File: config.mk
export PLATFORM = sky130hd
export DESIGN_NAME = stream_port
export DESIGN_NICKNAME = d
export VERILOG_FILES = /design/src/rtl/sp_pkg.sv /design/src/rtl/sp_dec.sv /design/src/rtl/sp_slot.sv /design/src/rtl/sp_rdmux.sv /design/src/rtl/stream_port.sv
export SDC_FILE = /design/constraint.sdc
export NUM_CORES = 1
export LEC_CHECK = 0
export ABC_AREA = 1
export BUFFER_PORTS_ARGS = -buffer_cell sky130_fd_sc_hd__buf_4
export CAP_MARGIN = 20
export CORE_MARGIN = 8
export CORE_UTILIZATION = 40
export DETAILED_ROUTE_END_ITERATION = 10
export GPL_TIMING_DRIVEN = 0
export PLACE_DENSITY = 0.65
export SETUP_SLACK_MARGIN = 0.3
export SLEW_MARGIN = 10
export SYNTH_ARGS = -nofsm -noshare
export SYNTH_HDL_FRONTEND = slang
export SYNTH_HIERARCHICAL = 1
export SYNTH_SLANG_ARGS = --single-unit
File: constraint.sdc
create_clock -name clk -period 3.2 [get_ports clk]
set_clock_uncertainty 0.15 [all_clocks]
set_input_delay 0.96 -clock clk [delete_from_list [all_inputs] [get_ports clk]]
set_output_delay 0.96 -clock clk [all_outputs]
set_load 0.05 [all_outputs]
File: src/rtl/sp_pkg.sv
package sp_pkg;

    // Occupancy state of one single-word stream buffer
    typedef enum logic {
        SLOT_EMPTY = 1'b0,
        SLOT_FULL  = 1'b1
    } slot_state_e;

endpackage

File: src/rtl/sp_dec.sv
// Binary index to one-hot request, qualified by an enable
module sp_dec #(
    parameter int N  = 4,
    parameter int SW = $clog2(N)
) (
    input  logic          en,
    input  logic [SW-1:0] sel,
    output logic [N-1:0]  onehot
);

    for (genvar i = 0; i < N; i++) begin : g_bit
        assign onehot[i] = en && (sel == SW'(i));
    end

endmodule

File: src/rtl/sp_slot.sv
// One stream word with its valid flag, modelled as a two-state machine
module sp_slot
    import sp_pkg::*;
#(
    parameter int DW = 32
) (
    input  logic          clk,
    input  logic          rst_n,
    input  logic          fill_req,
    input  logic [DW-1:0] fill_data,
    input  logic          take_req,
    output logic          full,
    output logic          fill_ok,
    output logic          take_ok,
    output logic [DW-1:0] word
);

    slot_state_e state, state_nxt;
    logic [DW-1:0] word_q;

    // State register
    always_ff @(posedge clk or negedge rst_n) begin
        if (!rst_n) state <= SLOT_EMPTY;
        else        state <= state_nxt;
    end

    // Data register, loaded only on an accepted fill
    always_ff @(posedge clk or negedge rst_n) begin
        if (!rst_n)       word_q <= '0;
        else if (fill_ok) word_q <= fill_data;
    end

    // Transitions and outputs
    always_comb begin
        state_nxt = state;
        fill_ok   = 1'b0;
        take_ok   = 1'b0;
        full      = 1'b0;
        unique case (state)
            SLOT_EMPTY: begin
                if (fill_req) begin          // T_FILL
                    fill_ok   = 1'b1;
                    state_nxt = SLOT_FULL;
                end
            end
            SLOT_FULL: begin
                full = 1'b1;
                if (take_req) begin          // T_TAKE
                    take_ok   = 1'b1;
                    state_nxt = SLOT_EMPTY;
                end
            end
            default: state_nxt = SLOT_EMPTY;
        endcase
    end

    assign word = word_q;

endmodule

File: src/rtl/sp_rdmux.sv
// Selects one stored word and forces zero unless the access succeeded
module sp_rdmux #(
    parameter int N  = 4,
    parameter int DW = 32,
    parameter int SW = $clog2(N)
) (
    input  logic [N-1:0][DW-1:0] words,
    input  logic [SW-1:0]        sel,
    input  logic                 hit,
    output logic [DW-1:0]        q
);

    always_comb begin
        q = '0;
        if (hit) q = words[sel];
    end

endmodule

File: src/rtl/stream_port.sv
module stream_port #(
    parameter int N_IN   = 4,
    parameter int N_OUT  = 4,
    parameter int DW     = 32,
    localparam int IN_SW  = $clog2(N_IN),
    localparam int OUT_SW = $clog2(N_OUT)
) (
    input  logic              clk,
    input  logic              rst_n,
    input  logic              net_wr_en,
    input  logic [IN_SW-1:0]  net_wr_sel,
    input  logic [DW-1:0]     net_wr_data,
    input  logic              net_rd_en,
    input  logic [OUT_SW-1:0] net_rd_sel,
    output logic [DW-1:0]     net_rd_data,
    output logic              net_rd_valid,
    input  logic              core_ce,
    input  logic              core_rd_en,
    input  logic [IN_SW-1:0]  core_rd_sel,
    output logic [DW-1:0]     core_rd_data,
    output logic              core_rd_ok,
    output logic              core_rd_nrdy,
    input  logic              core_wr_en,
    input  logic [OUT_SW-1:0] core_wr_sel,
    input  logic [DW-1:0]     core_wr_data,
    output logic              core_wr_ok,
    output logic              core_wr_busy,
    output logic [N_IN-1:0]   in_ind,
    output logic [N_OUT-1:0]  out_ind
);

    logic core_rd_req, core_wr_req;
    assign core_rd_req = core_ce && core_rd_en;
    assign core_wr_req = core_ce && core_wr_en;

    // Inbound side: fabric fills, core takes
    logic [N_IN-1:0]          in_fill, in_take, in_fill_ok, in_take_ok;
    logic [N_IN-1:0][DW-1:0]  in_words;

    sp_dec #(.N(N_IN)) u_in_fill_dec (.en(net_wr_en),   .sel(net_wr_sel),  .onehot(in_fill));
    sp_dec #(.N(N_IN)) u_in_take_dec (.en(core_rd_req), .sel(core_rd_sel), .onehot(in_take));

    for (genvar i = 0; i < N_IN; i++) begin : g_in
        sp_slot #(.DW(DW)) u_slot (
            .clk       (clk),
            .rst_n     (rst_n),
            .fill_req  (in_fill[i]),
            .fill_data (net_wr_data),
            .take_req  (in_take[i]),
            .full      (in_ind[i]),
            .fill_ok   (in_fill_ok[i]),
            .take_ok   (in_take_ok[i]),
            .word      (in_words[i])
        );
    end

    assign core_rd_ok   = |in_take_ok;
    assign core_rd_nrdy = core_rd_req && !core_rd_ok;

    sp_rdmux #(.N(N_IN), .DW(DW)) u_in_mux (
        .words (in_words),
        .sel   (core_rd_sel),
        .hit   (core_rd_ok),
        .q     (core_rd_data)
    );

    // Outbound side: core fills, fabric drains
    logic [N_OUT-1:0]         out_fill, out_take, out_fill_ok, out_take_ok;
    logic [N_OUT-1:0][DW-1:0] out_words;

    sp_dec #(.N(N_OUT)) u_out_fill_dec (.en(core_wr_req), .sel(core_wr_sel), .onehot(out_fill));
    sp_dec #(.N(N_OUT)) u_out_take_dec (.en(net_rd_en),   .sel(net_rd_sel),  .onehot(out_take));

    for (genvar j = 0; j < N_OUT; j++) begin : g_out
        sp_slot #(.DW(DW)) u_slot (
            .clk       (clk),
            .rst_n     (rst_n),
            .fill_req  (out_fill[j]),
            .fill_data (core_wr_data),
            .take_req  (out_take[j]),
            .full      (out_ind[j]),
            .fill_ok   (out_fill_ok[j]),
            .take_ok   (out_take_ok[j]),
            .word      (out_words[j])
        );
    end

    assign core_wr_ok   = |out_fill_ok;
    assign core_wr_busy = core_wr_req && !core_wr_ok;
    assign net_rd_valid = |out_take_ok;

    sp_rdmux #(.N(N_OUT), .DW(DW)) u_out_mux (
        .words (out_words),
        .sel   (net_rd_sel),
        .hit   (net_rd_valid),
        .q     (net_rd_data)
    );

endmodule

### Yosys cells after proc, flatten, opt, wreduce, memory -nomap -nowiden

Cells that the tools add are included.

| storage, ports and cells | value |
|---|---|
| register bits after elaboration | 264 |
| logic and storage cells | 129 |
| input port bits | 79 |

| operators by class | value |
|---|---|
| muxes and demuxes | 62 |
| magnitude comparators | 2 |
| bitwise gates (word level) | 8 |
| equality and inequality tests | 12 |
| reductions and logical operators | 29 |

Operators by type and width:

| kind | count |
|---|---|
| 32-bit binary-select mux with 2-bit select | 2 |
| 32-bit 2-to-1 mux | 4 |
| 1-bit 2-to-1 mux | 48 |
| 1-bit logical AND | 20 |
| 2-bit equality test (second input constant) | 8 |
| 1-bit case mux with 2 select lines | 8 |
| 4-bit OR reduction | 3 |
| 2-bit by 1-bit equality test with 1-bit output (second input constant) | 4 |
| 2-bit logical NOT | 4 |
| 1-bit inverter | 8 |
| 2-bit by 3-bit less-than comparator with 1-bit output (second input constant) | 2 |
| 1-bit logical NOT | 2 |

### Depth between registers and ports, before layout

Gate-level depths: netlist (run 1).

| depth | value |
|---|---|
| depth in word-level cells | 7 |
| gate-level depth with buffers | 11 |
| depth with buffers taken out | 10 |

### Cells and area by module

The synthesis (run 1) kept the hierarchy.

Modules (own cells, without submodules):

| module | area an instance (µm²) | cells each | sequential area each (µm²) | instances |
|---|---|---|---|---|
| sp_slot | 1358.8 | 145 | 825.8 | 8 |
| sp_rdmux | 1860.5 | 378 | 0.0 | 2 |
| sp_dec | 30.0 | 8 | 0.0 | 4 |
| stream_port | 61.3 | 15 | 0.0 | 1 |

### Worst setup path before layout (run 1)

No wires, ideal clock.

| timing | value |
|---|---|
| kind | input-to-output |
| start | input port core_ce |
| end | output port core_rd_data[23] |
| path slack | -0.877 ns |
| cell stages on the path | 11 |
| arrival | 2.967 ns |
| path through | nand2_1 -> inv_1 -> nand2_1 -> nor2_1 -> nand2_1 -> inv_1 -> nor2_1 -> nand2_1 -> inv_1 -> clkbuf_1 -> a21oi_1 |

| on the way | value |
|---|---|
| cells in the longest elaborated chain, start to end | 6 |
| elaborated cells on any way between the ends | 15 |
| those cells by class | mux: 9; reduce/logical: 6 |

Ends and longest elaborated chain:

| item | RTL line | RTL |
|---|---|---|
| from (decl) | stream_port.sv:17 | `input logic core_ce,` |
| 1-bit logical AND | stream_port.sv:33 | `assign core_rd_req = core_ce && core_rd_en;` |
| named net core_rd_req | stream_port.sv:32 | `logic core_rd_req, core_wr_req;` |
| 1-bit logical AND | sp_dec.sv:12 | `assign onehot[i] = en && (sel == SW'(i));` |
| named net in_take[3] | stream_port.sv:37 | `logic [N_IN-1:0] in_fill, in_take, in_fill_ok, in_take_ok;` |
| 1-bit 2-to-1 mux | sp_slot.sv:48 | `if (take_req) begin` |
| 1-bit 2-to-1 mux | sp_slot.sv:39 | `unique case (state)` |
| named net in_take_ok[3] | stream_port.sv:37 |  |
| 4-bit OR reduction | stream_port.sv:57 | `assign core_rd_ok = \|in_take_ok;` |
| named net core_rd_ok | stream_port.sv:21 | `output logic core_rd_ok,` |
| 32-bit 2-to-1 mux | sp_rdmux.sv:15 | `if (hit) q = words[sel];` |
| to (decl) | stream_port.sv:20 | `output logic [DW-1:0] core_rd_data,` |

The timed path passes the listed nets, and every way through them passes these cells.

### Final worst setup path (run 1)

| timing | value |
|---|---|
| start | input port core_ce |
| end | output port core_rd_data[1] |

| on the way | value |
|---|---|
| cells in the longest elaborated chain, start to end | 6 |
| elaborated cells on any way between the ends | 15 |
| those cells by class | mux: 9; reduce/logical: 6 |

Ends and longest elaborated chain:

| item | RTL line |
|---|---|
| 1-bit logical AND | stream_port.sv:33 |
| named net core_rd_req | stream_port.sv:32 |
| 1-bit logical AND | sp_dec.sv:12 |
| named net in_take[0] | stream_port.sv:37 |
| 1-bit 2-to-1 mux | sp_slot.sv:48 |
| 1-bit 2-to-1 mux | sp_slot.sv:39 |
| named net in_take_ok[0] | stream_port.sv:37 |
| 4-bit OR reduction | stream_port.sv:57 |
| 32-bit 2-to-1 mux | sp_rdmux.sv:15 |

The timed path passes the listed nets, and every way through them passes these cells.

==> results of run 1 <==
state kept, by name, indices dropped and copies added, names as in the netlist:
name                count
g_out.u_slot/word     128
g_in.u_slot/state       4
g_out.u_slot/state      4
g_in.u_slot/word      128
timing repair:
action | 4_1_cts | 5_1_grt
setup buffers | 23 | 7
hold buffers | 0 | 0
gates resized for setup | 170 | 34
endpoints found under the setup margin | 69 | 69
cloned | 6 | 0
pin swaps | 28 | 13
placed cells by master, fill, tap and decap left out, drive strengths merged:
cell type / count
a21oi: 64
buf: 315
bufinv: 1
clkbuf: 51
clkinv: 13
dfrtp: 264
inv: 285
nand2: 797
nand3: 384
nor2: 24
o21ai: 8
stage by stage:
step / cells / TNS (ns) / setup WS (ns)
6_report: 2674 / -3.83 / -0.119
5_1_grt: 2674 / -6.76 / -0.160
4_1_cts: 2667 / -2.86 / -0.107
3_5_place_dp: 2584 / -10.02 / -0.259
3_3_place_gp: 2582 / -355.30 / -1.36
2_1_floorplan: 1959 / -0.692 / -0.0377
power groups by stage:
stage	clock [mW]	combinational [mW]	sequential, mW
detailed placement	0	3.94	5.15
CTS	3.52	4.17	5.10
global placement	0	3.84	5.11
global route	3.64	4.69	5.26
floorplan	0	2.89	5.10
finish	3.43	4.18	5.11
cell type report:
class	count	area [sq um]	area share, %
Multi-Input combinational cell	1277	6810	35.0
Buffer	126	1250	6.40
Inverter	292	1190	6.10
Tap cell	468	586	3.01
Clock buffer	47	926	4.75
Timing Repair Buffer	193	2040	10.5
Clock inverter	7	63.8	0.328
Sequential cell	264	6610	33.9
critical path: cells and delay by family:
family	cells	cell delay, ns
compound gates	1	0.06
buf+inv	6	0.70
simple gates	6	0.48
per-layer routing:
layer | vias up | global-route usage (%) | routed length (um)
met2 | 401 | 37.3 | 22800
met5 | - | 0 | 27
li1 | 6444 | - | -
met4 | 4 | 6.12 | 1260
met1 | 6362 | 25.5 | 19200
met3 | 101 | 3.68 | 2660
how the worst max path moves through the flow:
stage | start | to | slack, ns
2_1_floorplan | core_ce | core_rd_data[21] | -0.04
3_3_place_gp | rst_n | g_out[3].u_slot/word[21] | -1.36
3_5_place_dp | core_ce | core_rd_data[30] | -0.26
4_1_cts | core_ce | core_rd_data[30] | -0.11
5_1_grt | core_ce | core_rd_data[10] | -0.16
6_report | core_ce | core_rd_data[1] | -0.12
==> flow_summary.ini, run 1 <==
[status]
status = complete, but fails checks
violations = negative setup slack

[logic_synthesis]
syn-num-nets = 2038
syn_area_sq_mm = 0.0148
synthCells = 1959
syn_avg_cell_area_sq_um = 7.53
ys_warn_count = 6

[power_and_ir_drop]
power_switching_mw = 4.65
p_int_mw = 8.08
total_power_mw = 12.7
power.share.sequential_pct = 40.2
leakage_nw = 10.2
power.share.clock_pct = 27.0
comb_power_share_pct = 32.9
swShare_pct = 36.5
power_density_mw_per_mm2 = 654
vdd_drop_max_uv = 473

[setup_path]
r2r_start = g_out[3].u_slot/state
r2r_end = g_out[3].u_slot/word[0]
critPathKind = input pin to primary output
crit_path_top_delay_cell = buf_12
end_kind = primary output
cp_data_arrival_time_ns = 2.21
start_kind = input pin
crit_chain = buf_12 > nand2_8 > clkinv_8 > nand2_8 > nor2_4 > nand2_1 > inv_1 > nor2_2 > nand2_4 > inv_8 > buf_12 > a21oi_4 > buf_6
slowest_delay_ns = 0.20
crit_required_ns = 2.09
r2r_slack_ns = 1.85
crit_fanout = 10
reg2regPathDepth = 6

[cells_and_area]
diodes = 0
fill_cells = 3380
layout-drive-gt1-share_pct = 26.9
final_nets = 2264
final_util_pct = 53.5
area_growth_syn_to_layout_pct = 32.0
final_area_sq_mm = 0.0195

[global_route]
grt_pass1_wl_mm = 74.0
grt_use_total_pct = 20.9
overflow = 0
antenna_found_initial = 2
grt_pass1_vias = 13500
grt_max_degree = 99

[timing]
tightest_slew_ns = 0.749
fin_crit_sh_pct = 104
hold_ws_ns = 0.244
fin_crit_ns = 3.32
rsz0062_at_grt = true
setup_slack_ns = -0.119
drv_slew = 0
timing.fmax_ghz = 0.301
hold_viol = 0
slew_headroom_pct = 50.1
setup_viol = 49

[worst_hold_path]
hold_class = input pin to asynchronous set/reset pin

[placed_design]
port_buffers = 155
post_dp_cell_area_sq_mm = 0.0173
place_congestion = 0.864
dpl.hpwl_mm = 31.3

[route]
viasPerCell = 4.98
first_pass_iters = 6
wirelength_mm = 45.9
vias = 13300
drc = 0
drt_iter0_markers = 929
wl_per_cell_um = 17.2
ant_nets = 0

[die]
die_area_sq_mm = 0.0433
die_w_um = 208
ioPinCount = 156
num_rows = 70
start_util_pct = 40.5
coreArea_sq_mm = 0.0364
die_h_um = 208

[clock_network]
cts_max_level = 1
ctsLongestPathBuffers = 3
clkSinkCount = 264
clk_pin_slew_ns = 0.06
root_buffer = clkbuf_16
cts_buffers = 31
cts_tree = built
insertion_delay_ns = 0.56

[flow_run]
maxCapViolations = 0
Power figures use the tool's default switching activity.
==> run 2, diff against run 1 <==
Settings changed: ABC_AREA 1 to default.
==> run 2 against run 1 <==
The run still ends with negative setup slack left; final area fell by 6.0%; setup slack got worse by 0.69 ns; hold slack better by 0.0040 ns; routed wire length fell by 29%; register-to-register slack worse by 0.34 ns; synthesized cell count is 58% lower; sequential share of layout area rose by 2.2 points; critical path depth decreased by 1; non-clock buffer count is 48 lower; maximum frequency fell by 17%; utilization increased by 3.1 points; flip-flop and latch count stayed put.
==> flow_summary.ini, run 2 <==
[die]
die_area_sq_mm = 0.0388
num_rows = 66
coreArea_sq_mm = 0.0324
die_w_um = 197
die_h_um = 197
ioPinCount = 156
start_util_pct = 40.4

[route]
ant_nets = 0
first_pass_iters = 6
drc = 0
wirelength_mm = 32.6
vias = 7780
drt_iter0_markers = 320
viasPerCell = 5.04
wl_per_cell_um = 21.1

[worst_hold_path]
hold_class = input pin to asynchronous set/reset pin

[global_route]
grt_use_total_pct = 16.7
grt_max_degree = 103
grt_pass1_wl_mm = 51.8
grt_pass1_vias = 8645
antenna_found_initial = 1
overflow = 0

[setup_path]
start_kind = input pin
crit_fanout = 6
end_kind = primary output
critPathKind = input pin to primary output
cp_data_arrival_time_ns = 2.90
crit_required_ns = 2.09

[timing]
drv_slew = 0
timing.fmax_ghz = 0.250
setup_slack_ns = -0.808
slew_headroom_pct = 54.7
setup_viol = 69
hold_viol = 0
fin_crit_sh_pct = 125
fin_crit_ns = 4.01
tightest_slew_ns = 0.680
finalSetupTns_ns = -48.55
rsz0062_at_grt = true

[power_and_ir_drop]
vdd_drop_max_uv = 371
swShare_pct = 29.7
comb_power_share_pct = 32.4
power.share.clock_pct = 27.9
power.share.sequential_pct = 39.7
p_int_mw = 9.39
power_density_mw_per_mm2 = 729
total_power_mw = 13.3
leakage_nw = 8.29
power_switching_mw = 3.96

[cells_and_area]
final_util_pct = 56.5
final_common_cell = dfrtp_1
regArea_sq_mm = 0.00661
final_nets = 1155
layout-drive-gt1-share_pct = 60.6
fill_cells = 2573
layout_common_cells = dfrtp_1 (264), mux2_4 (224), mux2i_1 (128)
multiInputGateArea_sq_mm = 0.00677
diodes = 0
area_growth_syn_to_layout_pct = 39.8

[logic_synthesis]
ys_warn_count = 6
syn_avg_cell_area_sq_um = 15.8
synth_seq_cells = 264
synth_xor_area_share_pct = 0
synthMuxAreaShare_pct = 38.2
synthCells = 830
syn-num-nets = 909
synth-compound-area-share_pct = 3.52
synthAdderAreaFrac_pct = 0
synth_area_leaders = dfrtp_1 (50%), mux2_4 (26%), mux2i_1 (9.8%), o22ai_1 (3.1%), buf_6 (2.9%)
synth_edf_count = 0
post-synth-top-area-cell = dfrtp_1
yosys.cell_count.top_type = dfrtp_1
yosysSeqAreaShare_pct = 50.5
synth_cell_types = 23
synth_top_area_share_pct = 50.5
synth-main-ff-cell = dfrtp_1
synth_top_family_by_area = multiplexers
synth-simple-area-share_pct = 2.48
syn_area_sq_mm = 0.0131
async_flop_share_pct = 100
synth_common_cells = dfrtp_1 (264), mux2_4 (224), mux2i_1 (128)

[clock_network]
hold_buffers = 0
insertion_delay_ns = 0.56
clk_pin_slew_ns = 0.06
cts_buffers = 31
root_buffer = clkbuf_16
cts_tree = built
ctsLongestPathBuffers = 3
clkSinkCount = 264
cts_max_level = 1

[flow_run]
maxCapViolations = 0

[placed_design]
place_congestion = 0.729
port_buffers = 155
dpl.hpwl_mm = 20.3

[status]
violations = negative setup slack
status = complete, but fails checks
## run 2: changes by cell type in the layout (fill, tap and decap cells not counted), sizes merged, moves of 9 or more
cell	before	now
nand2	797	3
nand3	384	0
inv	285	11
mux2	0	256
mux2i	0	128
a21oi	64	0
o22ai	0	64
buf	315	260
nor2	24	1
clkinv	13	3
and2	0	9
nor2b	0	9
## run 2: routing by layer
layer,wire length [um],up-vias,global-route usage (%),part of all wire [%]
li1,-,3527,-,-
met1,15000,4048,23.4,46
met2,15300,154,26.6,47
met3,1480,49,3.14,4.5
met4,728,2,3.98,2.2
met5,13,-,0,0.040
## run 2: final timing paths
path | depth (start not counted) | start | slack [ns] | to
setup / recovery | 12 | core_rd_en | -0.81 | core_rd_data[7]
hold / removal | 1 | rst_n | 0.25 | g_in[1].u_slot/word[3]
setup reg to reg | 5 | g_out[2].u_slot/state | 1.51 | g_out[2].u_slot/word[11]
hold reg to reg | 1 | g_out[1].u_slot/word[2] | 0.36 | g_out[1].u_slot/word[2]
max in group asynchronous | 2 | rst_n | 1.70 | g_in[0].u_slot/state
min in group clk | 1 | g_out[1].u_slot/word[2] | 0.36 | g_out[1].u_slot/word[2]
## run 2: power by group through the flow
stage,clock (mW),combinational [mW],sequential (mW)
floorplan,0,3.31,5.20
CTS,3.81,4.33,5.29
finish,3.73,4.32,5.30
detailed placement,0,4.08,5.31
global route,3.97,4.60,5.45
global placement,0,4.00,5.28
## run 2: cell type report
| cell class | instances | area share (%) |
|---|---|---|
| multi-input cells | 499 | 37.0 |
| flip-flops and latches | 264 | 36.1 |
| repair buffers | 213 | 12.6 |
| plain buffers | 58 | 5.09 |
| clock buffers | 46 | 4.98 |
| well taps | 442 | 3.02 |
| clock inverters | 12 | 0.971 |
| inverters | 9 | 0.198 |
## run 2: per-stage QoR
| step | instance area [sq um] | cells | setup WS, ns | hold WS [ns] |
|---|---|---|---|---|
| after floorplan | 14200 | 830 | -0.557 | 0.330 |
| after global placement | 15900 | 1427 | -1.31 | 0.338 |
| after detailed placement | 16000 | 1429 | -0.870 | 0.342 |
| after CTS | 18100 | 1528 | -0.798 | 0.272 |
| after global routing | 18300 | 1543 | -0.846 | 0.285 |
| final | 18300 | 1543 | -0.808 | 0.248 |
## run 2: logic make-up (layout without fill, tap and decap cells)
| logic type | Yosys count | after routing |
|---|---|---|
| AO/OA/AOI/OAI | 72 | 72 |
| buffers and inverters | 67 | 338 |
| flip-flops | 264 | 264 |
| multiplexers | 384 | 384 |
| AND/OR/NAND/NOR | 43 | 43 |
## run 2: what timing repair did
| action | CTS | global route |
|---|---|---|
| buffers inserted | 29 | 15 |
| gates cloned | 12 | 0 |
| gates resized for setup | 118 | 21 |
| setup endpoints to repair | 69 | 69 |
| pin swaps | 11 | 10 |
## run 2: critical path: stages
cell	delay [ns]
buf_8	0.10
nand2_8	0.06
inv_4	0.03
and3b_1	0.16
and2_1	0.14
or4_4	0.56
or2b_4	0.24
buf_12	0.15
buf_12	0.11
buf_16	0.13
o22ai_4	0.07
buf_6	0.16
==> run 3, diff against run 2 <==
--- a/config.mk
+++ b/config.mk
@@ -8,9 +8,11 @@
 export BUFFER_PORTS_ARGS = -buffer_cell sky130_fd_sc_hd__buf_4
 export CAP_MARGIN = 20
+export CELL_PAD_IN_SITES_DETAIL_PLACEMENT = 1
+export CELL_PAD_IN_SITES_GLOBAL_PLACEMENT = 2
 export CORE_MARGIN = 8
 export CORE_UTILIZATION = 40
 export DETAILED_ROUTE_END_ITERATION = 10
 export GPL_TIMING_DRIVEN = 0
-export PLACE_DENSITY = 0.65
+export PLACE_DENSITY = 0.83
 export SETUP_SLACK_MARGIN = 0.3
 export SLEW_MARGIN = 10
--- a/constraint.sdc
+++ b/constraint.sdc
@@ -3,3 +3,3 @@
 set_input_delay 0.96 -clock clk [delete_from_list [all_inputs] [get_ports clk]]
 set_output_delay 0.96 -clock clk [all_outputs]
-set_load 0.05 [all_outputs]
+set_load 0.01 [all_outputs]
==> run 3 against run 2 <==
Global-route usage increased by 1.4 points; sequential power grew 0.8%; sequential share of layout area up 1.2 points; the run still ends with negative setup slack left; register-to-register slack about the same; non-clock buffer count decreased by 24; cell count decreased by 1.4%; critical path type unchanged; power down 2.3%; critical path depth shrank 1; count of clock-buffer cells in the layout up 9.
==> flow_summary.ini, run 3 (same netlist as run 2, synthesis figures left out) <==
[setup_path]
start_kind = input pin
critPathKind = input pin to primary output
end_kind = primary output
cp_data_arrival_time_ns = 2.81
reg2regPathDepth = 5
crit_fanout = 6
crit_required_ns = 2.09

[power_and_ir_drop]
power_density_mw_per_mm2 = 737
leakage_nw = 8.09
vdd_drop_max_uv = 377

[status]
status = complete, but fails checks
violations = negative setup slack

[clock_network]
cts_tree = built
cts_max_level = 2
clkSinkCount = 264
clk_pin_slew_ns = 0.05
insertion_delay_ns = 0.49
cts_buffers = 34
root_buffer = clkbuf_16
ctsLongestPathBuffers = 3
hold_buffers = 0

[route]
ant_nets = 0
drt_iter0_markers = 297
drc = 0
highest_layer = met4
wl_met1_mm = 16.5
viasPerCell = 5.09
wl_met2_mm = 16.6
wirelength_mm = 34.8
first_pass_iters = 4
wl_met3_mm = 1.17
wl_per_cell_um = 22.9
vias = 7740

[die]
die_w_um = 197
coreArea_sq_mm = 0.0324
start_util_pct = 40.4
ioPinCount = 156
die_h_um = 197
die_area_sq_mm = 0.0388
num_rows = 66

[global_route]
grt_use_total_pct = 18.1
grt_pass1_vias = 9163
grt_max_degree = 112
antenna_found_initial = 0
overflow = 0
grt_pass1_wl_mm = 55.9

[cells_and_area]
diodes = 0
final_common_cell = dfrtp_1
fill_cells = 3075
area_growth_syn_to_layout_pct = 35.2
layout-drive-gt1-share_pct = 59.1
final_nets = 1134
final_area_sq_mm = 0.0177
layout_common_cells = dfrtp_1 (264), mux2_4 (224), mux2i_1 (128)

[placed_design]
dpl.hpwl_mm = 22.5
place_congestion = 0.696
port_buffers = 155
post_dp_cell_area_sq_mm = 0.0156

[timing]
setup_slack_ns = -0.718
tightest_slew_ns = 0.649
fin_crit_sh_pct = 122
slew_headroom_pct = 56.7
setup_viol = 69
timing.fmax_ghz = 0.255
fin_crit_ns = 3.92
rsz0062_at_grt = true
finalSetupTns_ns = -44.07
drv_slew = 0
hold_viol = 0

[flow_run]
maxCapViolations = 0

[worst_hold_path]
hold_class = input pin to asynchronous set/reset pin
run 3: cell types whose count changed in the layout (fill, tap and decap cells not counted), moves of 3 or more:
cell	before	now
clkbuf_8	8	15
buf_6	103	96
o22ai_1	0	9
buf_16	12	5
bufinv_16	4	1
buf_12	20	15
o22ai_2	1	5
clkinvlp_4	3	0
buf_8	19	15
o22ai_4	63	50
run 3: layer usage:
| metal | track usage (%) | up-vias |
|---|---|---|
| met5 | 0 | - |
| met3 | 2.71 | 42 |
| met4 | 3.79 | 0 |
| li1 | - | 3489 |
| met2 | 29.4 | 124 |
| met1 | 25.5 | 4085 |
run 3: layout make-up:
| type | instances | area (sq um) | share of cell area [%] |
|---|---|---|---|
| flip-flops and latches | 264 | 6610 | 37.3 |
| multi-input cells | 499 | 6590 | 37.2 |
| repair buffers | 189 | 1860 | 10.5 |
| clock buffers | 55 | 1120 | 6.35 |
| plain buffers | 58 | 872 | 4.93 |
| well taps | 442 | 553 | 3.12 |
| clock inverters | 6 | 58.8 | 0.332 |
| inverters | 9 | 36.3 | 0.205 |
run 3: repair_timing:
item                       in CTS  in global routing
resized for setup             108                 18
setup endpoints to repair      69                 69
pin swaps                      13                 12
setup buffers                  19                  5
cloned                          5                  3
run 3: final timing paths:
path / from / end / slack (ns)
setup / recovery: core_rd_en / core_rd_data[25] / -0.72
hold / removal: rst_n / g_out[2].u_slot/word[28] / 0.30
setup reg to reg: g_out[3].u_slot/state / g_out[3].u_slot/word[5] / 1.52
hold reg to reg: g_out[1].u_slot/word[28] / g_out[1].u_slot/word[28] / 0.35
max in group asynchronous: rst_n / g_in[2].u_slot/word[9] / 1.59
min in group clk: g_out[1].u_slot/word[28] / g_out[1].u_slot/word[28] / 0.35
run 3: critical path, cell delays in order:
cell	delay, ns
buf_8	0.10
nand2_8	0.07
inv_4	0.04
and3_2	0.21
and2_1	0.14
or4_4	0.50
or2b_4	0.30
buf_6	0.13
buf_12	0.13
o22ai_4	0.08
buf_6	0.14
run 3: stage by stage:
step	cells	setup WS (ns)	power, mW	utilization, %	hold WS [ns]
finish	1522	-0.718	13.0	54.7	0.296
CTS	1514	-0.716	13.1	54.1	0.316
global route	1522	-0.777	13.7	54.7	0.330
global placement	1427	-1.22	8.67	48.0	0.339
detailed placement	1429	-0.916	8.86	48.1	0.344
floorplan	830	-0.313	7.90	-	0.330
run 3: where the power goes:
| group | leakage [nW] | switching (mW) | total [mW] | internal, mW |
|---|---|---|---|---|
| Sequential | 3.15 | 0.758 | 5.34 | 4.59 |
| Combinational | 4.35 | 1.39 | 3.77 | 2.38 |
| Clock | 0.590 | 1.45 | 3.93 | 2.48 |
